===== src/rtl/xbus_pkg.sv =====
package xbus_pkg;

    typedef enum logic [2:0] {
        S_IDLE,
        S_ADDR,
        S_LATCH,
        S_STRB,
        S_HOLD,
        S_DONE
    } xbus_state_e;

    typedef struct packed {
        logic [1:0] extra;
        logic       tail;
    } ws_plan_t;

    function automatic ws_plan_t decode_ws(input logic [1:0] code);
        ws_plan_t p;
        p.extra = (code == 2'd0) ? 2'd0 : ((code == 2'd1) ? 2'd1 : 2'd2);
        p.tail  = (code == 2'd3);
        return p;
    endfunction

endpackage


===== src/rtl/xbus_sector_sel.sv =====
module xbus_sector_sel
    import xbus_pkg::*;
#(
    parameter int HW       = 8,
    parameter bit SPLIT_EN = 1'b1
) (
    input  logic [HW-1:0] addr_hi,
    input  logic [HW-1:0] limit,
    input  logic [1:0]    code_lo,
    input  logic [1:0]    code_hi,
    output ws_plan_t      plan
);

    generate
        if (SPLIT_EN) begin : g_split
            always_comb begin
                plan = decode_ws((addr_hi < limit) ? code_lo : code_hi);
            end
        end else begin : g_flat
            logic [HW-1:0] unused_bits;
            always_comb begin
                unused_bits = addr_hi ^ limit;
                plan = decode_ws(code_lo ^ (code_hi & 2'b00));
            end
        end
    endgenerate

endmodule


===== src/rtl/xbus_keeper.sv =====
module xbus_keeper #(
    parameter int DW = 8
) (
    input  logic          clk,
    input  logic          rst_n,
    input  logic          drive_en,
    input  logic [DW-1:0] drive_val,
    input  logic          cap_en,
    input  logic [DW-1:0] cap_val,
    input  logic          keep_en,
    output logic [DW-1:0] hold_val,
    output logic          hold_en
);

    always_ff @(posedge clk) begin
        if (!rst_n) begin
            hold_val <= '0;
        end else if (drive_en) begin
            hold_val <= drive_val;
        end else if (cap_en) begin
            hold_val <= cap_val;
        end
    end

    always_comb begin
        hold_en = keep_en & ~drive_en;
    end


    keep_track_chk: assert property (@(posedge clk) disable iff (!rst_n)
        drive_en |=> (hold_val == $past(drive_val)));

endmodule


===== src/rtl/xbus_ctrl.sv =====
module xbus_ctrl
    import xbus_pkg::*;
#(
    parameter int AW       = 16,
    parameter int DW       = 8,
    parameter bit SPLIT_EN = 1'b1
) (
    input  logic             clk,
    input  logic             rst_n,
    input  logic             req_valid,
    input  logic             req_write,
    input  logic [AW-1:0]    req_addr,
    input  logic [DW-1:0]    req_wdata,
    output logic             req_ready,
    output logic [DW-1:0]    req_rdata,
    input  logic [AW-DW-1:0] cfg_limit,
    input  logic [1:0]       cfg_ws_lo,
    input  logic [1:0]       cfg_ws_hi,
    input  logic             cfg_keep_en,
    input  logic [DW-1:0]    cfg_pullup,
    output logic [DW-1:0]    ad_o,
    output logic             ad_oe,
    input  logic [DW-1:0]    ad_i,
    output logic [AW-DW-1:0] addr_hi,
    output logic             ale,
    output logic             rd_n,
    output logic             wr_n,
    output logic [DW-1:0]    ad_keep,
    output logic             ad_keep_en,
    output logic [DW-1:0]    ad_pu
);

    localparam int HW      = AW - DW;
    localparam int MAX_LOW = 3;

    xbus_state_e       state, state_nx;
    logic [1:0]        cnt;
    logic              r_write;
    logic [AW-1:0]     r_addr;
    logic [DW-1:0]     r_wdata;
    ws_plan_t          r_plan;
    ws_plan_t          plan_in;
    logic              accept;
    logic              strb_last;
    logic              capture;

    xbus_sector_sel #(.HW(HW), .SPLIT_EN(SPLIT_EN)) u_sector (
        .addr_hi (req_addr[AW-1:DW]),
        .limit   (cfg_limit),
        .code_lo (cfg_ws_lo),
        .code_hi (cfg_ws_hi),
        .plan    (plan_in)
    );

    always_comb begin
        accept    = (state == S_IDLE) && req_valid;
        strb_last = (state == S_STRB) && (cnt == 2'd0);
        capture   = strb_last && !r_write;
    end

    always_comb begin
        state_nx = state;
        unique case (state)
            S_IDLE:  if (req_valid) state_nx = S_ADDR;
            S_ADDR:  state_nx = S_LATCH;
            S_LATCH: state_nx = S_STRB;
            S_STRB:  if (cnt == 2'd0) state_nx = r_plan.tail ? S_HOLD : S_DONE;
            S_HOLD:  state_nx = S_DONE;
            S_DONE:  state_nx = S_IDLE;
            default: state_nx = S_IDLE;
        endcase
    end

    always_ff @(posedge clk) begin
        if (!rst_n) begin
            state     <= S_IDLE;
            cnt       <= '0;
            r_write   <= 1'b0;
            r_addr    <= '0;
            r_wdata   <= '0;
            r_plan    <= '0;
            req_rdata <= '0;
        end else begin
            state <= state_nx;
            if (accept) begin
                r_write <= req_write;
                r_addr  <= req_addr;
                r_wdata <= req_wdata;
                r_plan  <= plan_in;
            end
            if (state == S_LATCH) begin
                cnt <= r_plan.extra;
            end else if (state == S_STRB && cnt != 2'd0) begin
                cnt <= cnt - 2'd1;
            end
            if (capture) begin
                req_rdata <= ad_i;
            end
        end
    end

    always_comb begin
        ale       = 1'b0;
        rd_n      = 1'b1;
        wr_n      = 1'b1;
        ad_oe     = 1'b0;
        ad_o      = '0;
        req_ready = 1'b0;
        unique case (state)
            S_IDLE: ;
            S_ADDR: begin
                ale   = 1'b1;
                ad_oe = 1'b1;
                ad_o  = r_addr[DW-1:0];
            end
            S_LATCH: begin
                ad_oe = 1'b1;
                ad_o  = r_addr[DW-1:0];
            end
            S_STRB: begin
                if (r_write) begin
                    wr_n  = 1'b0;
                    ad_oe = 1'b1;
                    ad_o  = r_wdata;
                end else begin
                    rd_n = 1'b0;
                end
            end
            S_HOLD: begin
                ad_oe = r_write;
                ad_o  = r_write ? r_wdata : '0;
            end
            S_DONE: begin
                ad_oe     = r_write;
                ad_o      = r_write ? r_wdata : '0;
                req_ready = 1'b1;
            end
            default: ;
        endcase
        addr_hi = r_addr[AW-1:DW];
        ad_pu   = ad_oe ? '0 : cfg_pullup;
    end

    xbus_keeper #(.DW(DW)) u_keeper (
        .clk       (clk),
        .rst_n     (rst_n),
        .drive_en  (ad_oe),
        .drive_val (ad_o),
        .cap_en    (capture),
        .cap_val   (ad_i),
        .keep_en   (cfg_keep_en),
        .hold_val  (ad_keep),
        .hold_en   (ad_keep_en)
    );

    logic [1:0] low_run;
    always_ff @(posedge clk) begin
        if (!rst_n)              low_run <= '0;
        else if (!rd_n || !wr_n) low_run <= low_run + 2'd1;
        else                     low_run <= '0;
    end


    ale_addr_chk: assert property (@(posedge clk) disable iff (!rst_n)
        ale |-> (ad_oe && rd_n && wr_n));


    addr_hold_chk: assert property (@(posedge clk) disable iff (!rst_n)
        $fell(ale) |-> (ad_oe && $stable(ad_o) && rd_n && wr_n));


    strobe_excl_chk: assert property (@(posedge clk) disable iff (!rst_n)
        !wr_n |-> rd_n);


    read_release_chk: assert property (@(posedge clk) disable iff (!rst_n)
        !rd_n |-> !ad_oe);


    strobe_len_chk: assert property (@(posedge clk) disable iff (!rst_n)
        (!rd_n || !wr_n) |-> (low_run < 2'(MAX_LOW)));


    ready_pulse_chk: assert property (@(posedge clk) disable iff (!rst_n)
        req_ready |=> !req_ready);


    no_start_busy_chk: assert property (@(posedge clk) disable iff (!rst_n)
        $rose(ale) |-> $past(state == S_IDLE));

endmodule


===== config.mk =====
export PLATFORM = sky130hd
export DESIGN_NAME = xbus_ctrl
export DESIGN_NICKNAME = d
export VERILOG_FILES = /design/src/rtl/xbus_pkg.sv /design/src/rtl/xbus_sector_sel.sv /design/src/rtl/xbus_keeper.sv /design/src/rtl/xbus_ctrl.sv
export SDC_FILE = /design/constraint.sdc
export NUM_CORES = 1
export LEC_CHECK = 0
export BUFFER_PORTS_ARGS = -buffer_cell sky130_fd_sc_hd__buf_2
export CAP_MARGIN = 40
export CORE_MARGIN = 5
export CORE_UTILIZATION = 49
export DETAILED_ROUTE_END_ITERATION = 8
export PLACE_DENSITY = 0.8
export SKIP_CTS_REPAIR_TIMING = 1
export SLEW_MARGIN = 20
export SYNTH_ARGS = -nofsm -noshare
export SYNTH_HDL_FRONTEND = slang
export SYNTH_HIERARCHICAL = 1
export SYNTH_SLANG_ARGS = --single-unit

===== constraint.sdc =====
create_clock -name clk -period 2.6 [get_ports clk]
set_clock_uncertainty 0.05 [all_clocks]
set_input_delay 0.13 -clock clk [delete_from_list [all_inputs] [get_ports clk]]
set_output_delay 0.13 -clock clk [all_outputs]
set_load 0.02 [all_outputs]

==> results by group, run 1 <==
Logic synthesis
  – Yosys warnings: 6
  – Top cells by area, synth: dfxtp_1 (36%), nand3_1 (11%), nand2_1 (7.1%), mux2_4 (4.9%), ha_1 (3.6%)
  – Largest area contributor in the netlist: dfxtp_1
  – Synth Flop Type: dfxtp_1
  – Post-synthesis sequential area ratio: 35.5%
  – Syn Inst Count: 328
  – Synth Cell Area: 2760 µm²
  – Syn_nets: 393
  – Synthesized flop and latch total: 49
  – EDFF count, synth: 0
  – Synthesized area per cell: 8.42 µm²
  – Async S/R FF share, synth: 0%
  – Share of the synthesized area in the top cell type: 35.5%
  – Netlist cell types: 37

Floorplan
  – Starting Density: approximately 50%
  – Die area: around 7200 µm²
  – Std-Cell Rows: 27
  – # IOs: approximately 100
  – Die Width: ~85 µm
  – Height of the chip: 85.1 µm
  – Core Area: 5510 µm²

GRT
  – Vias in the first global route: 2,427
  – Initial antenna violation count: 0
  – First-pass GRT wire length: 11,000 µm
  – Gr usage total: 18.2%
  – Largest net degree at the start of global routing: 52
  – Grt ovf: 0

Min path
  – Min-Delay Path Class: input pin to flip-flop
  – Hold path start: req_addr[0]
  – Hold depth: 3
  – Worst hold endpoint: r_addr[0]$_SDFFE_PN0P_

Critical path
  – Endpoint class of the critical path: output port
  – CP max stage cell: dfxtp_1
  – Largest stage delay, worst path: 0.57 ns
  – Critical Path AT: 2.21 ns
  – Cells along the critical path: nor2_2, a21oi_1, buf_4, and2_1, buf_2
  – Reg2reg start: state[1]$_SDFFE_PN0P_
  – Worst R2R End: u_keeper/hold_val[5]$_SDFFE_PN0P_
  – Worst Path Required: 2.42 ns
  – Worst-case reg-to-reg path depth: 5
  – Worst-path fanout max: 18
  – FF-to-FF setup slack: 0.49 ns
  – Crit path kind: flip-flop to output port
  – Startpoint types: flip-flop

Timing
  – Slew headroom: about 56%
  – Final Hold Vio Count: 2
  – Final setup viols: 0
  – Fin crit period: 2.39 ns
  – Setup TNS: 0 ns
  – Final Max Slew Viols: 0
  – Crit share post-route: 92.1%
  – Actual slew at the worst max-slew pin: 0.658 ns
  – Hold Slack: -0.00833 ns
  – Fmax: 418 MHz
  – RSZ-0062 raised after global routing: no

Status
  – Failing checks: hold timing
  – Status: complete, but fails checks

CTS
  – CTS tree: done
  – Clock-pin slew on the worst setup and hold paths: 0.10 ns
  – H-tree depth: 2
  – CTS Buf Count: 5
  – Clock Latency Late Sink: 0.29 ns
  – Max Root-Sink Buffers: 2
  – Sink Count: 49
  – CTS root buffer: clkbuf_8

Run
  – Max cap viols: 0

Placed design
  – Gpl congestion: 0.826
  – # port buffers: between 100 and 150
  – HPWL Detailed: 5150 µm

Layout
  – P&R area growth vs syn: 23.0%
  – Share of layout cells above drive strength 1: a little under a third
  – # diodes: 0
  – Filler cells: between 500 and 600
  – NumNets Final: 481

Power
  – PwrDens: slightly above 600 nW/µm²
  – P_leak: approximately 1.7 nW
  – Peak supply drop: 0.000387 V

Detailed routing
  – Vias post-DR: approximately 2,700
  – Routed length on met3: 853 µm
  – Total iterations of the first detailed-routing run: 5
  – Drt via density: 5.43
  – Drt initial violations: approximately 230
  – Final WL: 6940 µm
  – Metal2 WL: approximately 3100 µm
  – Wire per inst: 14.2 µm
  – Highest routed layer: met4
  – DRC: 0
  – Final ANT Viol Nets: 0
  – Met1 wire length: 2920 µm
-- cells by family (layout without fill, tap and decap cells) --
kind of cell    after synthesis  count (layout)  share of synthesized area (%)
simple gates                151             151                           27.8
flops                        49              49                           35.5
mux                          19              19                           8.52
buf+inv                      45             134                           9.56
fa+ha+maj                     8               8                           3.62
compound gates               56              56                           15.0
-- cell usage after synthesis, drive strengths merged, types with 3 or more instances --
cell,number
mux2i,10
a21boi,8
nand3,59
o22ai,3
and3,8
buf,26
nor2b,4
inv,10
o211a,8
ha,8
o21ai,10
nor2,4
dfxtp,49
nand2b,13
a32oi,8
a21oi,14
clkbuf,9
mux2,9
nand2,52
-- placed cells by master, fill, tap and decap left out, types with 2 or more instances in the layout --
cell type,synthesis,final
dlygate4sd3_1,0,6
mux2_4,9,9
ha_1,8,8
and2_1,2,2
nand2_1,52,52
clkbuf_8,0,5
nand2b_1,12,12
nor2_1,3,3
a32oi_1,8,8
o211a_1,8,8
inv_1,10,10
o22ai_1,3,3
buf_4,8,6
o21ai_0,9,9
dfxtp_1,49,49
o21a_1,2,2
nand3_1,59,59
a21oi_1,14,14
buf_2,10,102
nor2b_1,4,4
a21boi_0,8,8
mux2i_1,10,10
nor3b_1,2,2
and3_1,8,8
-- layout make-up --
class / count / area (µm²) / area share (%)
Sequential cell: 49 / 981 / 28.9
Inverter: 10 / 37.5 / 1.11
Multi-Input combinational cell: 234 / 1520 / 44.8
Timing Repair Buffer: 116 / 651 / 19.2
Clock buffer: 5 / 68.8 / 2.03
Clock inverter: 3 / 46.3 / 1.36
Tap cell: 72 / 90.1 / 2.65
-- where the power goes --
part	switching [W]	internal, W
combinational	0.000372	0.000265
sequential	0.0000644	0.000827
clock	0.000255	0.000288
total	0.000692	0.00138
-- critical path: cells and delay by family, from the launching register on --
kind | cells | cell delay [ns]
compound gates | 1 | 0.20
flops | 1 | 0.57
buf+inv | 2 | 0.45
simple gates | 2 | 0.69
-- through the flow --
stage / power, W / instances / utilization [%] / worst slack (ns) / instance area (µm²)
6_report: 0.00207 / 489 / 61.7 / 0.206 / 3400
5_1_grt: 0.00219 / 489 / 61.7 / 0.0396 / 3400
4_1_cts: 0.00208 / 483 / 60.6 / 0.225 / 3340
3_5_place_dp: 0.00154 / 475 / 58.5 / 0.510 / 3220
3_3_place_gp: 0.00150 / 474 / 58.2 / 0.611 / 3210
2_1_floorplan: 0.00136 / 328 / - / 0.718 / 2760
-- metal layers --
metal / GRT usage, % / up-vias
li1: - / 1316
met1: 23.1 / 1199
met2: 28.9 / 133
met3: 7.48 / 8
met4: 3.88 / 0
met5: 0 / -
-- how the worst max path moves through the flow --
stage | start | endpoint | slack, ns | cells past startpoint
after detailed placement | state[1]$_SDFFE_PN0P_ | u_keeper/hold_val[2]$_SDFFE_PN0P_ | 0.51 | 5
after floorplan | state[2]$_SDFFE_PN0P_ | u_keeper/hold_val[2]$_SDFFE_PN0P_ | 0.72 | 7
after global routing | state[2]$_SDFFE_PN0P_ | ad_oe | 0.04 | 5
final | state[2]$_SDFFE_PN0P_ | ad_oe | 0.21 | 5
after global placement | state[1]$_SDFFE_PN0P_ | u_keeper/hold_val[2]$_SDFFE_PN0P_ | 0.61 | 5
after CTS | state[2]$_SDFFE_PN0P_ | ad_oe | 0.22 | 5
-- registers in the layout, indices dropped and copies added, names as in the netlist --
signal and flops:
cnt 2, r_addr 16, r_plan 3, r_wdata 8, r_write 1, req_rdata 8
state 3, u_keeper/hold_val 8
Power figures use the tool's default switching activity.
==> run 2: changes to the inputs <==
- ABC_AREA: default -> 1
- CORE_UTILIZATION: 49 -> 48
- PLACE_DENSITY: 0.8 -> 0.79
==> run 2 against run 1 <==
Effect of this change:
- the flow now finishes without violations
- first-iteration DRC count is 63% lower
- critical path depth stayed put
- sequential cell count stayed put
- cell count is 6.3% higher
- via count is 8.0% lower
- worst setup slack better by 0.28 ns
- sequential power is 2.8% higher
- fmax is 13% higher
- non-clock buffer count is 12 lower
- worst hold slack better by 0.041 ns
- register-to-register slack better by 0.30 ns
- die area is 4.8% lower
- highest routed layer unchanged
==> results by group, run 2 <==
Status
  – Status: completed

Logic synthesis
  – Synth Flop Type: dfxtp_1
  – Synthesized flop and latch total: 49
  – Top cells by area, synth: dfxtp_1 (38%), inv_1 (9.1%), nand2_1 (8.2%), o21ai_0 (7.2%), a21oi_1 (7.0%)
  – Count leader, synth: inv_1
  – Syn_nets: 425
  – Largest area contributor in the netlist: dfxtp_1
  – Post-synthesis sequential area ratio: 38.3%
  – Top cells by count, synth: inv_1 (62), nand2_1 (56), dfxtp_1 (49)
  – Share of the synthesized area in the top cell type: 38.3%
  – Synthesized area per cell: ~7.1 µm²
  – EDFF count, synth: 0
  – Async S/R FF share, synth: 0%
  – Synth Cell Area: 2560 µm²
  – Syn Inst Count: 360
  – Yosys warnings: 6
  – Netlist cell types: 28

GRT
  – Initial antenna violation count: 0
  – Grt ovf: 0
  – Met3 usage: 6.24%
  – Vias in the first global route: 2,413
  – Met1 Track Usage GR: between 20% and 30%
  – GR peak layer: met2
  – Gr usage total: 17.5%
  – First-pass GRT wire length: just over 10,000 µm
  – Largest net degree at the start of global routing: 40
  – M2 GR Usage: 29.6%

CTS
  – CTS root buffer: clkbuf_8
  – Clock Latency Late Sink: 0.30 ns
  – CTS Buf Count: 5
  – Sink Count: 49
  – Clock-pin slew on the worst setup and hold paths: 0.09 ns
  – CTS tree: done
  – Max Root-Sink Buffers: 2
  – H-tree depth: 2

Layout
  – Final instance area: just over 3000 µm²
  – Post-Layout Cell Count: 520
  – # diodes: 0
  – Most common cell after layout, fill and taps aside: buf_2
  – NumNets Final: between 500 and 600
  – Share of layout cells above drive strength 1: 29.8%
  – Top reg by flops: r_addr
  – Max reg flops: 16
  – Filler cells: 512
  – P&R area growth vs syn: 21.5%
  – Most frequent cells in the layout: buf_2 (102), inv_1 (62), nand2_1 (56)
  – Multi-input gate area: 1150 µm²
  – Storage element area: about 980 µm²

Critical path
  – Worst-path fanout max: 9
  – Endpoint class of the critical path: output port
  – Startpoint types: flip-flop
  – Critical Path AT: between 1.5 and 2 ns
  – Crit path kind: flip-flop to output port
  – Worst Path Required: 2.42 ns

Detailed routing
  – Final ANT Viol Nets: 0
  – Drt initial violations: 86
  – Vias post-DR: 2,443
  – Drt via density: 4.70
  – DRC: 0
  – Total iterations of the first detailed-routing run: 4
  – Wire per inst: 11.3 µm
  – Final WL: 5880 µm

Floorplan
  – Die Width: about 83 µm
  – # IOs: 103
  – Std-Cell Rows: 26
  – Starting Density: 49.8%
  – Height of the chip: slightly above 80 µm
  – Core Area: 5140 µm²
  – Die area: 6890 µm²

Timing
  – Actual slew at the worst max-slew pin: 0.621 ns
  – Final setup viols: 0
  – Final Max Slew Viols: 0
  – Crit share post-route: 81.1%
  – Fin crit period: 2.11 ns
  – Final Hold Vio Count: 0
  – Slew headroom: approximately three fifths
  – Setup TNS: 0 ns
  – RSZ-0062 raised after global routing: no
  – Fmax: 474 MHz

Power
  – Peak supply drop: between 0.0003 and 0.0004 V
  – Clk pwr share: between 20 and 25%
  – PwrDens: around 700 nW/µm²
  – Sw frac: between 30% and 40%
  – Switch Pwr: 0.000816 W
  – Flop pwr share: 42.3%
  – P_leak: 1.63 nW
  – Pint: 0.00135 W
  – Combinational Power Share: 34.8%

Placed design
  – Placed cells: just over 500
  – # port buffers: just over 100
  – HPWL Detailed: 4680 µm
  – Gpl congestion: between 0.8 and 0.9
  – Placed Area: 3000 µm²

Run
  – Max cap viols: 0

Min path
  – Min-Delay Path Class: input pin to flip-flop
run 2: changes by cell type in the layout (fill, tap and decap cells not counted), moves of 9 or more:
cell      previous run  this run
mux2_4               9         0
inv_1               10        62
nor2_1               3        36
o21ai_0              9        37
nand2b_1            12         0
nand3_1             59        21
a21oi_1             14        36
mux2i_1             10         0
run 2: worst paths after layout:
kind                           start                           endpoint  slack (ns)  depth (start not counted)
min                          ad_i[6]          req_rdata[6]$_SDFFE_PN0P_        0.03                          3
max            state[2]$_SDFFE_PN0P_                            ad_o[5]        0.49                          5
min reg2reg  r_addr[15]$_SDFFE_PN0P_            r_addr[15]$_SDFFE_PN0P_        0.40                          2
max reg2reg    state[0]$_SDFFE_PN0P_  u_keeper/hold_val[7]$_SDFFE_PN0P_        0.79                          9
run 2: cells by family after synthesis:
family / count (synthesis) / synth area share (%)
flip-flops: 49 / 38.3
buffers and inverters: 91 / 17.1
AO/OA/AOI/OAI: 85 / 18.3
adder cells (fa/ha/maj): 8 / 3.91
AND/OR/NAND/NOR: 127 / 22.4
run 2: power by group through the flow:
stage          clock network [W]  registers, W  logic, W
6_report                0.000498      0.000916  0.000753
3_3_place_gp                   0      0.000930  0.000740
2_1_floorplan                  0      0.000942  0.000581
5_1_grt                 0.000545      0.000927  0.000852
3_5_place_dp                   0      0.000932  0.000757
4_1_cts                 0.000516      0.000916  0.000759
run 2: area by class of cell:
class	count	share of cell area (%)
Clock buffer	7	3.10
Clock inverter	1	0.282
Inverter	69	8.49
Multi-Input combinational cell	220	36.9
Sequential cell	49	31.5
Tap cell	70	2.82
Timing Repair Buffer	104	16.9
run 2: per-stage QoR:
step | hold WS [ns] | setup slack [ns] | util, % | power, W
2_1_floorplan | 0.232 | 0.895 | - | 0.00152
3_3_place_gp | 0.345 | 0.858 | 58.4 | 0.00167
3_5_place_dp | 0.348 | 0.818 | 58.4 | 0.00169
4_1_cts | 0.0250 | 0.508 | 60.5 | 0.00219
5_1_grt | 0.0371 | 0.380 | 60.5 | 0.00232
6_report | 0.0327 | 0.491 | 60.5 | 0.00217
run 2: worst max-delay path: stages (launching register included):
cell and delay [ns]:
dfxtp_1 0.57, inv_2 0.12, nor2_1 0.19, o21ai_4 0.13, o21ai_0 0.36, buf_2 0.25
run 2: layer usage:
metal / part of all wire (%) / up-vias
met2: 45 / 90
li1: - / 1292
met1: 44 / 1052
met4: 1.6 / 0
met3: 9.0 / 9
met5: 0 / -
==> run 3: changes to the inputs <==
- CORE_UTILIZATION: 48 -> 44
- PLACE_DENSITY: 0.79 -> 0.77
- clock period: 2.6 -> 1.7 ns (I/O delays scaled with it)
==> run 3 against run 2 <==
Effect of this change:
- via count increased by 3.2%
- cell area increased by 10%
- sequential power grew 56%
- highest routed layer unchanged
- total power is 71% higher
- sequential share of layout area is 2.6 points lower
- clock-buffer cell count is 2 lower
- non-clock buffer count is 12 higher
- the run now ends with setup timing left
==> results by group, run 3 (synthesized netlist as in run 2, its figures left out) <==
Timing
  – Hold Slack: 0.00474 ns
  – Actual slew at the worst max-slew pin: 0.315 ns
  – RSZ-0062 raised after global routing: yes
  – Final setup viols: 16
  – Crit share post-route: 106%
  – Fin crit period: 1.81 ns
  – Slew headroom: 79.0%
  – Setup WS post-layout: -0.106 ns
  – Final Hold Vio Count: 0
  – Fmax: 554 MHz
  – Final Max Slew Viols: 0

Placed design
  – # port buffers: 102
  – HPWL Detailed: approximately 4900 µm
  – Gpl congestion: 0.907

Critical path
  – Worst-case reg-to-reg path depth: 11
  – CP max stage cell: dfxtp_4
  – Critical Path Most Common Cell: buf_4
  – Worst R2R End: u_keeper/hold_val[1]$_SDFFE_PN0P_
  – Endpoint class of the critical path: output port
  – Crit path kind: flip-flop to output port
  – Critical Path AT: 1.67 ns
  – FF-to-FF setup slack: -0.02 ns
  – CP Capture Point: ad_o[1]
  – Reg2reg start: state[1]$_SDFFE_PN0P_
  – Largest stage delay, worst path: approximately 0.4 ns
  – Critical Path Source: state[1]$_SDFFE_PN0P_
  – Cells along the critical path: buf_4, nor2_2, o21ai_2, o21ai_0, buf_4
  – Startpoint types: flip-flop
  – Worst-path fanout max: 5
  – Worst Path Required: approximately 1.6 ns

Floorplan
  – # IOs: 103
  – Core Area: 5570 µm²
  – Die Width: approximately 86 µm
  – Height of the chip: 86.3 µm
  – Std-Cell Rows: 27
  – Die area: approximately 7400 µm²
  – Starting Density: a little under half

Detailed routing
  – Vias post-DR: roughly 2,500
  – Total iterations of the first detailed-routing run: 4
  – Drt initial violations: 184
  – Drt via density: 4.71
  – Final WL: 6980 µm
  – Final ANT Viol Nets: 0
  – DRC: 0
  – Wire per inst: 13.0 µm

Layout
  – Share of layout cells above drive strength 1: 36.1%
  – Filler cells: 497
  – Top reg by flops: r_addr
  – Max reg flops: 16
  – # diodes: 0
  – NumNets Final: 527
  – Most frequent cells in the layout: buf_2 (88), inv_1 (61), nand2_1 (54)
  – Most common cell after layout, fill and taps aside: buf_2
  – Final design utilization: about three fifths
  – P&R area growth vs syn: 33.9%

GRT
  – Largest net degree at the start of global routing: 41
  – Grt ovf: 0
  – M2 GR Usage: 28.8%
  – GR peak layer: met2
  – Gr usage total: between 15 and 20%
  – Vias in the first global route: 2,326
  – First-pass GRT wire length: roughly 10,000 µm
  – Initial antenna violation count: 0
  – Met3 usage: 5.61%
  – Met1 Track Usage GR: 21.5%

Min path
  – Min-Delay Path Class: input pin to flip-flop

CTS
  – CTS root buffer: clkbuf_8
  – CTS tree: done
  – H-tree depth: 2
  – Sink Count: between 40 and 50
  – Max Root-Sink Buffers: 2
  – CTS Buf Count: 5
  – Clock Latency Late Sink: ~0.30 ns
  – Clock-pin slew on the worst setup and hold paths: 0.09 ns

Power
  – Peak supply drop: 0.000494 V
  – PwrDens: 1080 nW/µm²
  – P_leak: roughly 1.7 nW

Status
  – Status: complete, but fails checks
  – Failing checks: setup timing

Run
  – Max cap viols: 0
-- run 3: cell count changes in the layout (fill, tap and decap cells not counted), moves of 6 or more --
cell and delta:
buf_6 +9, o21ai_0 -6, nor2_1 -10, buf_4 +13, buf_2 -14
-- run 3: metal layers --
metal	part of all wire [%]	wire length, µm
met1	42	2910
met5	0	0
met4	1.3	92
met2	48	3350
met3	8.9	624
-- run 3: power breakdown --
group	switching (W)	total, W	internal, W	leakage, nW
Combinational	0.000921	0.00159	0.000673	1.30
Clock	0.000391	0.000683	0.000292	0.0481
Sequential	0.000110	0.00143	0.00132	0.404
Total	0.00142	0.00370	0.00228	1.75
-- run 3: layout make-up --
cell class | count | area (µm²) | share of cell area [%]
inverter | 69 | 272 | 7.93
timing repair buffer | 116 | 734 | 21.4
multi-input combinational | 221 | 1250 | 36.4
clock inverter | 3 | 22.5 | 0.657
tap | 72 | 90.1 | 2.63
sequential | 49 | 992 | 29.0
clock buffer | 5 | 68.8 | 2.01
-- run 3: critical path: cells and delay by family (launching register included) --
family	cells	cell delay, ns
AO/OA/AOI/OAI	2	0.42
flip-flops	1	0.39
buffers and inverters	2	0.35
AND/OR/NAND/NOR	1	0.22
-- run 3: per-stage QoR --
step	power (W)	setup TNS [ns]	instances	setup slack, ns	area (µm²)
global placement	0.00262	0	517	0.0601	3050
floorplan	0.00233	-0.0366	360	-0.00510	2560
global route	0.00396	-2.55	535	-0.171	3430
detailed placement	0.00266	0	517	0.0166	3050
finish	0.00370	-0.935	535	-0.106	3430
CTS	0.00335	-4.65	525	-0.310	3150
-- run 3: worst min-delay path by stage --
| stage | end | depth (start not counted) | startpoint |
|---|---|---|---|
| after floorplan | req_rdata[0]$_SDFFE_PN0P_ | 2 | ad_i[0] |
| after global placement | req_rdata[2]$_SDFFE_PN0P_ | 3 | ad_i[2] |
| final | req_rdata[2]$_SDFFE_PN0P_ | 3 | ad_i[2] |
| after CTS | req_rdata[2]$_SDFFE_PN0P_ | 3 | ad_i[2] |
| after detailed placement | req_rdata[2]$_SDFFE_PN0P_ | 3 | ad_i[2] |
| after global routing | req_rdata[2]$_SDFFE_PN0P_ | 3 | ad_i[2] |
